[src/rtl/mdio45_pkg.sv]
// Package: shared constants and helpers for the Clause 45 MDIO master.
// Assumes byte offsets on a 4-bit register port and fixed protocol field sizes.
package mdio45_pkg;
    localparam logic [3:0] OFS_MGMT = 4'h0;
    localparam logic [3:0] OFS_ADDR = 4'h8;
    localparam logic [3:0] OFS_CFG  = 4'hC;

    localparam logic [2:0] OPC_WRITE = 3'h5;
    localparam logic [2:0] OPC_READ  = 3'h7;

    localparam int PRT_W  = 5;
    localparam int DEV_W  = 5;
    localparam int DATA_W = 16;
    localparam int MAX_HALF = 128;

    // Half MDC period, in core cycles, for a 2-bit divider code.
    function automatic int unsigned half_period(input logic [1:0] code);
        case (code)
            2'd0:    return 128;
            2'd1:    return 32;
            2'd2:    return 16;
            default: return 4;
        endcase
    endfunction
endpackage

[src/rtl/mdio45_mdc_gen.sv]
// Module: MDC generator. While run is high it produces MDC at the selected
// ratio, starting low, and flags the core cycle before each rising and
// falling edge. Assumes div_code holds steady while run is high.
module mdio45_mdc_gen #(
    parameter int CNT_W = 7
) (
    input  logic       clk,
    input  logic       rst_n,
    input  logic       run,
    input  logic [1:0] div_code,
    output logic       mdc,
    output logic       rise_o,
    output logic       fall_o
);
    import mdio45_pkg::*;

    logic [CNT_W-1:0] cnt;
    logic [CNT_W-1:0] half_m1;
    logic             tc;

    // Terminal count for the current half period.
    always_comb begin
        half_m1 = CNT_W'(half_period(div_code) - 1);
        tc      = run && (cnt == half_m1);
        rise_o  = tc && !mdc;
        fall_o  = tc && mdc;
    end

    // Half-period counter and MDC toggle; parked low when idle.
    always_ff @(posedge clk) begin
        if (!rst_n || !run) begin
            cnt <= '0;
            mdc <= 1'b0;
        end else if (tc) begin
            cnt <= '0;
            mdc <= ~mdc;
        end else begin
            cnt <= cnt + 1'b1;
        end
    end

    AST_MDC_PARKED: assert property (@(posedge clk) disable iff (!rst_n)
        !run |=> !mdc);
endmodule

[src/rtl/mdio45_frame_engine.sv]
// Module: frame engine. On start it sends an address frame and then a
// write or read frame. Bits advance on MDC falling edges, and it samples
// the turnaround and data bits of a read on rising edges. Assumes its
// command inputs stay stable while active.
module mdio45_frame_engine #(
    parameter int PRE_LEN = 32
) (
    input  logic                          clk,
    input  logic                          rst_n,
    input  logic                          start,
    input  logic                          is_read,
    input  logic [mdio45_pkg::PRT_W-1:0]  port,
    input  logic [mdio45_pkg::DEV_W-1:0]  dev,
    input  logic [mdio45_pkg::DATA_W-1:0] reg_num,
    input  logic [mdio45_pkg::DATA_W-1:0] wr_data,
    input  logic                          rise,
    input  logic                          fall,
    input  logic                          mdio_i,
    output logic                          active,
    output logic                          mdio_o,
    output logic                          mdio_oe,
    output logic                          done,
    output logic                          rd_ok,
    output logic [mdio45_pkg::DATA_W-1:0] rd_data
);
    import mdio45_pkg::*;

    localparam int WORD_W    = 32;
    localparam int FRAME_LEN = PRE_LEN + WORD_W;
    localparam int BIT_W     = $clog2(FRAME_LEN);
    localparam int TA_IDX    = PRE_LEN + 14;
    localparam int DAT_IDX   = PRE_LEN + 16;
    localparam int LAST_IDX  = FRAME_LEN - 1;

    logic             second;
    logic [BIT_W-1:0] bitcnt;
    logic [WORD_W-1:0] word;
    logic             cur_bit;
    logic             released;

    // Control word of the current frame and the bit at the current index.
    always_comb begin
        word = {2'b00,
                second ? (is_read ? 2'b11 : 2'b01) : 2'b00,
                port, dev, 2'b10,
                second ? wr_data : reg_num};
        if (int'(bitcnt) < PRE_LEN) cur_bit = 1'b1;
        else                        cur_bit = word[LAST_IDX - int'(bitcnt)];
    end

    // Pin drive: released across a read's turnaround and data bits.
    always_comb begin
        released = second && is_read && (bitcnt >= BIT_W'(TA_IDX));
        mdio_o   = active ? cur_bit : 1'b1;
        mdio_oe  = active && !released;
        done     = active && fall && second && (bitcnt == BIT_W'(LAST_IDX));
    end

    // Bit and frame sequencing on falling MDC edges.
    always_ff @(posedge clk) begin
        if (!rst_n) begin
            active <= 1'b0;
            second <= 1'b0;
            bitcnt <= '0;
        end else if (start) begin
            active <= 1'b1;
            second <= 1'b0;
            bitcnt <= '0;
        end else if (active && fall) begin
            if (bitcnt == BIT_W'(LAST_IDX)) begin
                bitcnt <= '0;
                if (second) active <= 1'b0;
                second <= 1'b1;
            end else begin
                bitcnt <= bitcnt + 1'b1;
            end
        end
    end

    // Read sampling on rising MDC edges: turnaround check and data shift.
    always_ff @(posedge clk) begin
        if (!rst_n) begin
            rd_ok   <= 1'b0;
            rd_data <= '0;
        end else if (start) begin
            rd_ok <= 1'b0;
        end else if (active && rise && second && is_read) begin
            if (bitcnt == BIT_W'(TA_IDX + 1)) rd_ok <= !mdio_i;
            if (bitcnt >= BIT_W'(DAT_IDX))    rd_data <= {rd_data[DATA_W-2:0], mdio_i};
        end
    end

    AST_START_IDLE: assert property (@(posedge clk) disable iff (!rst_n)
        start |-> !active);
    AST_DONE_SECOND: assert property (@(posedge clk) disable iff (!rst_n)
        done |-> second);
    AST_MDIO_HOLD: assert property (@(posedge clk) disable iff (!rst_n)
        active && !fall |=> $stable(mdio_o));
endmodule

[src/rtl/mdio45_master.sv]
// Module: Clause 45 MDIO master top. It holds the host registers, accepts
// commands and ties the MDC generator to the frame engine. Assumes
// single-cycle register writes, combinational reads and an external
// pull-up on MDIO.
module mdio45_master #(
    parameter int PREAMBLE_LEN = 32
) (
    input  logic        clk,
    input  logic        rst_n,
    input  logic [3:0]  reg_addr,
    input  logic        reg_wen,
    input  logic [31:0] reg_wdata,
    output logic [31:0] reg_rdata,
    output logic        mdc,
    output logic        mdio_o,
    output logic        mdio_oe,
    input  logic        mdio_i
);
    import mdio45_pkg::*;

    localparam int CNT_W = $clog2(MAX_HALF);

    logic [DATA_W-1:0] data_q;
    logic [PRT_W-1:0]  port_q;
    logic [DEV_W-1:0]  dev_q;
    logic [2:0]        op_q;
    logic              rvalid_q;
    logic              busy_q;
    logic [DATA_W-1:0] regnum_q;
    logic [31:0]       cfg_q;

    logic              accept;
    logic              w_op_ok;
    logic              rise, fall;
    logic              eng_active, eng_done, eng_ok;
    logic [DATA_W-1:0] eng_data;

    // Command acceptance decode.
    always_comb begin
        w_op_ok = (reg_wdata[28:26] == OPC_WRITE) || (reg_wdata[28:26] == OPC_READ);
        accept  = reg_wen && (reg_addr == OFS_MGMT) && !busy_q && w_op_ok;
    end

    // Host register updates, command capture and completion.
    always_ff @(posedge clk) begin
        if (!rst_n) begin
            data_q   <= '0;
            port_q   <= '0;
            dev_q    <= '0;
            op_q     <= '0;
            rvalid_q <= 1'b0;
            busy_q   <= 1'b0;
            regnum_q <= '0;
            cfg_q    <= '0;
        end else if (busy_q) begin
            if (eng_done) begin
                busy_q <= 1'b0;
                if (op_q == OPC_READ && eng_ok) begin
                    rvalid_q <= 1'b1;
                    data_q   <= eng_data;
                end
            end
        end else if (reg_wen) begin
            if (accept) begin
                data_q   <= reg_wdata[15:0];
                port_q   <= reg_wdata[20:16];
                dev_q    <= reg_wdata[25:21];
                op_q     <= reg_wdata[28:26];
                rvalid_q <= 1'b0;
                busy_q   <= 1'b1;
            end
            if (reg_addr == OFS_ADDR) regnum_q <= reg_wdata[15:0];
            if (reg_addr == OFS_CFG)  cfg_q    <= reg_wdata;
        end
    end

    // Combinational register read.
    always_comb begin
        case (reg_addr)
            OFS_MGMT: reg_rdata = {1'b0, busy_q, rvalid_q, op_q, dev_q, port_q, data_q};
            OFS_ADDR: reg_rdata = {16'h0000, regnum_q};
            OFS_CFG:  reg_rdata = cfg_q;
            default:  reg_rdata = '0;
        endcase
    end

    mdio45_mdc_gen #(.CNT_W(CNT_W)) u_mdc (
        .clk      (clk),
        .rst_n    (rst_n),
        .run      (busy_q),
        .div_code (cfg_q[1:0]),
        .mdc      (mdc),
        .rise_o   (rise),
        .fall_o   (fall)
    );

    mdio45_frame_engine #(.PRE_LEN(PREAMBLE_LEN)) u_eng (
        .clk      (clk),
        .rst_n    (rst_n),
        .start    (accept),
        .is_read  (op_q == OPC_READ),
        .port     (port_q),
        .dev      (dev_q),
        .reg_num  (regnum_q),
        .wr_data  (data_q),
        .rise     (rise),
        .fall     (fall),
        .mdio_i   (mdio_i),
        .active   (eng_active),
        .mdio_o   (mdio_o),
        .mdio_oe  (mdio_oe),
        .done     (eng_done),
        .rd_ok    (eng_ok),
        .rd_data  (eng_data)
    );

    AST_BUSY_HOLDS: assert property (@(posedge clk) disable iff (!rst_n)
        busy_q && !eng_done |=> busy_q);
    AST_BUSY_ENDS: assert property (@(posedge clk) disable iff (!rst_n)
        eng_done |=> !busy_q);
    AST_ENGINE_MATCH: assert property (@(posedge clk) disable iff (!rst_n)
        eng_active |-> busy_q);
    AST_MDC_GATED: assert property (@(posedge clk) disable iff (!rst_n)
        mdc |-> busy_q);
    AST_CFG_FROZEN: assert property (@(posedge clk) disable iff (!rst_n)
        busy_q |=> $stable(cfg_q) && $stable(regnum_q));
    AST_RVALID_CLR: assert property (@(posedge clk) disable iff (!rst_n)
        accept |=> !rvalid_q && busy_q);
endmodule

[config.mk]
export PLATFORM = sky130hd
export DESIGN_NAME = mdio45_master
export DESIGN_NICKNAME = d
export VERILOG_FILES = /design/src/rtl/mdio45_pkg.sv /design/src/rtl/mdio45_mdc_gen.sv /design/src/rtl/mdio45_frame_engine.sv /design/src/rtl/mdio45_master.sv
export SDC_FILE = /design/constraint.sdc
export NUM_CORES = 1
export LEC_CHECK = 0
export ABC_AREA = 1
export BUFFER_PORTS_ARGS = -buffer_cell sky130_fd_sc_hd__buf_4
export CAP_MARGIN = 15
export CORE_MARGIN = 1
export CORE_UTILIZATION = 41
export DETAILED_ROUTE_END_ITERATION = 12
export GPL_TIMING_DRIVEN = 0
export PLACE_DENSITY = 0.68
export SKIP_CTS_REPAIR_TIMING = 1
export SLEW_MARGIN = 30
export SYNTH_ARGS = -nofsm -noshare
export SYNTH_HDL_FRONTEND = slang
export SYNTH_HIERARCHICAL = 1
export SYNTH_SLANG_ARGS = --single-unit
[constraint.sdc]
create_clock -name clk -period 4.05 [get_ports clk]
set_input_delay 0.405 -clock clk [delete_from_list [all_inputs] [get_ports clk]]
set_output_delay 0.405 -clock clk [all_outputs]
set_load 0.01 [all_outputs]
== Word-level counts from Yosys, hierarchy flattened ==
Cells that the tools add are included.
Cells by class
  add/subtract/negate cells: 4
  bitwise logic cells: 4
  reduce and logical (&&, ||, !) cells: 40
  div/mod/pow operators: 0
  order comparisons: 4
  mux-type cells: 29
  multiply operators: 0
  equal/unequal tests: 12
  shifts and indexed selects: 0
Operator list (number)
  two-way mux 16 bit: 6
  one-hot mux 32 bit (3 select lines): 1
  less-than comparator 32 x 7 -> 1 bit (second input constant): 1
  one-hot mux 6 bit (3 select lines): 1
  two-way mux 1 bit: 17
  logical AND 1 bit: 16
  AND reduction 3 bit: 5
  equality test 6 bit (second input constant): 2
  greater-or-equal comparator 6 bit (second input constant): 2
  nonzero test 2 bit: 5
  equality test 3 bit (second input constant): 3
  equality test 4 bit (second input constant): 2
  adder 7 x 1 -> 7 bit (second input constant): 1
  equality test 7 bit: 1
  subtractor 6 x 6 -> 7 bit (first input constant): 1
  subtractor 7 x 1 -> 7 bit (second input constant): 1
  adder 6 x 1 -> 6 bit (second input constant): 1
  less-than comparator 6 bit (second input constant): 1
  two-way mux 6 bit: 1
  binary-select mux 1 bit (select 5 bit): 1
  logical NOT 1 bit: 5
  logical NOT 4 bit: 1
  two-way mux 2 bit: 2
  != test 2 x 1 -> 1 bit (second input constant): 2
  other kinds (8): 14
Storage, ports and cells
  memory bits (read-only): 0
  memories kept: 0
  flip-flop bits (word level): 112
  bits in latches: 0
  output and inout port bits: 35
  word-level logic and storage cells: 108
  RAM bits: 0

== Depth between registers and ports, before layout ==
  depth in word-level cells: 11
  gate-level depth with buffers: 18

== Hierarchy ==
Netlist, hierarchy kept.
Modules (own cells, without submodules)
  mdio45_master: instances 1, area an instance 3799.9 um2, cells an instance 570
  mdio45_frame_engine: instances 1, area an instance 1507.7 um2, cells an instance 248
  mdio45_mdc_gen: instances 1, area an instance 417.9 um2, cells an instance 61

== Worst setup path before layout ==
No wires, ideal clock.
  path type: register to register
  start point: register u_mdc.cnt[0]
  end point: register data_q[0]
  data required time: 3.935 ns
  slack: 1.763 ns
  path buffers: 1
  arrival: 2.172 ns
  cell stages (with the launch flop): 18
  clock period less this slack: 2.287 ns
  cells stage by stage: dfxtp_1 ha_1 nand2_1 nor2_1 nand2_1 nor2_2 nand3_1 inv_1 nand2_1 nor2_1 nand2_1 nor2_1 inv_1 nor2_1 nand2_1 clkbuf_1 a21oi_1 nor2_1
On the way
  word-level cells in the longest chain between the ends: 8
RTL lines
  from (decl): RTL line mdio45_mdc_gen.sv:17  | logic [CNT_W-1:0] cnt;
  from (signal assigned): RTL line mdio45_mdc_gen.sv:38  | cnt <= cnt + 1'b1;
  equality test 7 bit: RTL line mdio45_mdc_gen.sv:24  | tc = run && (cnt == half_m1);
  logical AND 1 bit: RTL line mdio45_mdc_gen.sv:24
  logical AND 1 bit: RTL line mdio45_mdc_gen.sv:26  | fall_o = tc && mdc;
  net fall: RTL line mdio45_master.sv:34  | logic rise, fall;
  logical AND 1 bit (3 in series): RTL line mdio45_frame_engine.sv:56  | done = active && fall && second && (bitcnt == BIT_W'(LAST_IDX));
  net eng_done: RTL line mdio45_master.sv:35  | logic eng_active, eng_done, eng_ok;
  != test 2 x 1 -> 1 bit (no source line)
  AND reduction 4 bit (no source line)
  to (signal assigned): RTL line mdio45_master.sv:60  | data_q <= eng_data;
  to (signal assigned): RTL line mdio45_master.sv:65  | data_q <= reg_wdata[15:0];
  to (decl): RTL line mdio45_master.sv:23  | logic [DATA_W-1:0] data_q;
The timed path passes the listed nets, and every way through them passes these cells.
A chain may end at the register's enable or synchronous reset.

== Worst setup path in the final report ==
  start point: register u_mdc.cnt[0]
  end point: register data_q[2]
Same word-level chain as after synthesis.

==> summary.md <==
| Metric | Value |
|---|---|
| Drt first-iter violations | `495` |
| Ys async rst share | `0` |
| Clk network pwr share | `0.431` |
| Standard cell core area | `13500 sq um` |
| Die extent in y | `120 um` |
| Count of flip-flops with a built-in enable after synthesis | `0` |
| Power share of the sequential group | `0.507` |
| Synthesized area divided by synthesized cell count | `6.51 sq um` |
| M1 GR Usage | `0.322` |
| Total Negative Setup Slacks | `0 ns` |
| Nature of the critical path endpoint | `register` |
| Worst Hold Path EP | `regnum_q[5]` |
| M2 GR Usage | `0.389` |
| Avg WL per Cell | `14.9 um` |
| Area of the die | `14400 sq um` |
| List of most frequent post-synthesis cells | `nand2_1 (283), nor2_1 (133), dfxtp_1 (112)` |
| Die width | `120 um` |
| Status | `complete, no violations` |
| WHS Path Cells | `3` |
| Synthesized instance count | `879` |
| Final WL | `17.1 mm` |
| Number of antenna violations at the first check in global routing | `0` |
| Max Fclk | `332 MHz` |
| Total number of H-tree levels | `3` |
| Antenna fix cells | `0` |
| Io pins | `75` |
| DR vias/cell | `5.04` |
| Most used standard cell by instance count after synthesis | `nand2_1` |
| Final critical path time including I/O delays and setup | `3.01 ns` |
| Data arrival at the endpoint of the critical path | `3.27 ns` |
| Cell area after technology mapping | `5730 sq um` |
| Number of endpoints failing setup at the final stage | `0` |
| Fraction of layout instances using a drive strength above 1 | `0.156` |
| Critical path launch point type | `register` |
| Aggregate global-route resource usage | `0.243` |
| Net switching power | `0.000507 W` |
| Synthesized Nets | `921` |
| Ranking of synthesized cells by area | `dfxtp_1 (39%), nand2_1 (19%), nor2_1 (8.7%), a21oi_1 (5.4%), nand3_1 (5.2%)` |
| Max-capacitance violation count | `0` |
| Multi-input gate area in the final layout | `2870 sq um` |
| Clk_lat worst skew | `0.36 ns` |
| # clock sinks | `112` |
| Reg-to-reg endpoint | `data_q[2]` |
| Internal power component | `0.00169 W` |
| Static leakage power | `3.17 nW` |
| Most frequently used flop master after synthesis | `dfxtp_1` |
| Final period utilization | `0.744` |
| DRC errors left | `0` |
| Initial standard-cell utilization of the core | `0.426` |
| Antenna violation net count after detailed routing | `0` |
| Relative slew margins | `0.555` |
| Fraction of power consumed by combinational cells | `0.062` |
| Area occupied by registers | `2240 sq um` |
| Synthesized flop and latch total | `112` |
| Library cell with the largest summed area after synthesis | `dfxtp_1` |
| GRT overflow | `0` |
| Final Total Pwr | `0.00220 W` |
| # nets final | `1006` |
| Net Sw Frac | `0.231` |
| Pin count of the biggest net entering global routing | `18` |
| Layout filler cell count | `1403` |
| 1st-pass router iterations | `5` |
| Standard-cell rows | `42` |
| Number of vias after detailed routing | `5773` |
| Clock root buffer | `clkbuf_16` |
| Number of buffers on the longest clock path | `2` |
| Cells on worst reg2reg path | `17` |
| RSZ-0062 raised after global routing | `no` |
| Met3 Usage GRT | `0.0608` |
| Final count of pins violating max slew | `0` |
| Post-route clock skew | `0.0126 ns` |
| Transition time at the pin with the least slew margin | `0.668 ns` |
| Worst reg-to-reg setup slack | `1.04 ns` |
| Portion of synthesized cell area occupied by the leading cell type | `0.392` |
| Worst Setup Path Type | `reg2reg` |
| Number of port buffers | `74` |
| Required time reported for the critical path endpoint | `4.30 ns` |
| Largest fanout on the critical path | `10` |
| Sequential cell area fraction in the yosys report | `0.392` |
| Clock-pin slew on the worst setup and hold paths | `0.08 ns` |
| Launch point of the worst hold path | `reg_wdata[5]` |
| Clock tree from TritonCTS | `built` |
| Wire length of the first global-routing pass | `27.0 mm` |
| Global placement routability congestion | `0.928` |
| Largest vdd supply drop | `0.313 mV` |
| Via count of the first global-routing pass | `5294` |
| Number of endpoints with negative hold slack in the final report | `0` |
| Startpoint of the most critical register-to-register path | `u_mdc/cnt[0]` |
| Yosys warning count | `6` |
| Number of buffers added by the clock tree synthesis step | `9` |
| Worst min path class | `in2reg` |
| Synth-to-Final Area Change | `19.1%` |
| Pwr Density | `323 nW/um^2` |
| DPL Wire Length | `12.6 mm` |
| Synth unique cells | `36` |
| Layer with the highest usage after global routing | `met2` |
-- area by class of cell --
cell class | count | area share
repair buffers | 74 | 0.0815
plain buffers | 47 | 0.0419
well taps | 176 | 0.0323
inverters | 85 | 0.0479
multi-input cells | 635 | 0.421
clock inverters | 4 | 0.00716
flip-flops and latches | 112 | 0.329
clock buffers | 12 | 0.0391
-- state kept, by name (all words and copies together) (netlist names), 3 cells and up --
register       cells
u_eng/bitcnt       6
regnum_q          16
dev_q              5
u_mdc/cnt          7
cfg_q             32
data_q            16
op_q               3
u_eng/rd_data     16
port_q             5
-- power groups by stage --
stage	Sequential, W	Clock [W]	Combinational [W]
floorplan	0.00114	0	0.0000678
global placement	0.00114	0	0.000134
detailed placement	0.00114	0	0.000135
CTS	0.00112	0.000959	0.000135
global route	0.00112	0.000996	0.000149
finish	0.00112	0.000948	0.000137
-- worst max-delay path, stage by stage, from the launching register on --
cell and delay [ns]:
dfxtp_1 0.38, ha_1 0.25, nand2_1 0.07, nor2_1 0.10, nand2_1 0.06, nor2_2 0.16
nand3_1 0.11, inv_1 0.16, nand2_1 0.18, nor2_1 0.17, nand2_1 0.14, nor2_1 0.11
inv_1 0.10, nor2_1 0.11, nand2_1 0.17, clkbuf_1 0.33, a21oi_1 0.24, nor2_1 0.07
-- stage by stage --
stage                     instances   util  area, sq um  hold WS (ns)  setup WS (ns)
after floorplan                 879      -         5730         0.430           1.76
after global placement         1129  0.483         6500         0.447           1.13
after detailed placement       1129  0.483         6500         0.452           1.11
after CTS                      1145  0.507         6820         0.285           1.10
after global routing           1145  0.507         6820         0.291          0.690
final                          1145  0.507         6820         0.291           1.04
-- layer usage --
metal	part of all wire	vias to the layer above
met1	0.45	2626
met3	0.074	20
met4	0.017	0
met2	0.46	177
met5	0	-
li1	-	2950
-- how the worst max path moves through the flow --
stage	cells after the start	endpoint	start	slack (ns)
after global routing	17	data_q[5]	u_mdc/cnt[0]	0.69
after CTS	17	data_q[2]	u_mdc/cnt[0]	1.10
after detailed placement	17	data_q[2]	u_mdc/cnt[0]	1.11
after floorplan	17	data_q[0]	u_mdc/cnt[0]	1.76
final	17	data_q[2]	u_mdc/cnt[0]	1.04
after global placement	17	data_q[2]	u_mdc/cnt[0]	1.13
-- placed cells by master, fill, tap and decap left out, types with 2 or more instances in the layout --
master / Yosys / layout
a21oi_1: 62 / 62
a31oi_1: 2 / 2
buf_2: 21 / 21
buf_4: 5 / 79
buf_6: 7 / 7
clkbuf_1: 13 / 13
clkbuf_16: 0 / 9
clkbuf_8: 0 / 3
clkinv_2: 0 / 2
dfxtp_1: 112 / 112
ha_1: 2 / 2
inv_1: 78 / 78
inv_2: 5 / 5
nand2_1: 283 / 283
nand2_2: 2 / 2
nand2_4: 2 / 2
nand3_1: 60 / 60
nand3_2: 10 / 10
nand4_1: 2 / 2
nor2_1: 133 / 133
nor2_2: 4 / 4
nor3_1: 2 / 2
o21ai_0: 36 / 36
o21ai_1: 6 / 6
o221ai_1: 16 / 16
xor2_1: 3 / 3
-- kinds of logic (layout without fill, tap and decap cells) --
| group | Yosys count | in the layout | synth area share |
|---|---|---|---|
| adder cells (fa/ha/maj) | 2 | 2 | 0.00437 |
| AO/OA/AOI/OAI | 128 | 128 | 0.126 |
| buffers and inverters | 132 | 222 | 0.107 |
| AND/OR/NAND/NOR | 501 | 501 | 0.365 |
| XOR/XNOR | 4 | 4 | 0.00612 |
| flip-flops | 112 | 112 | 0.392 |
(Power assumes the default switching activity.)
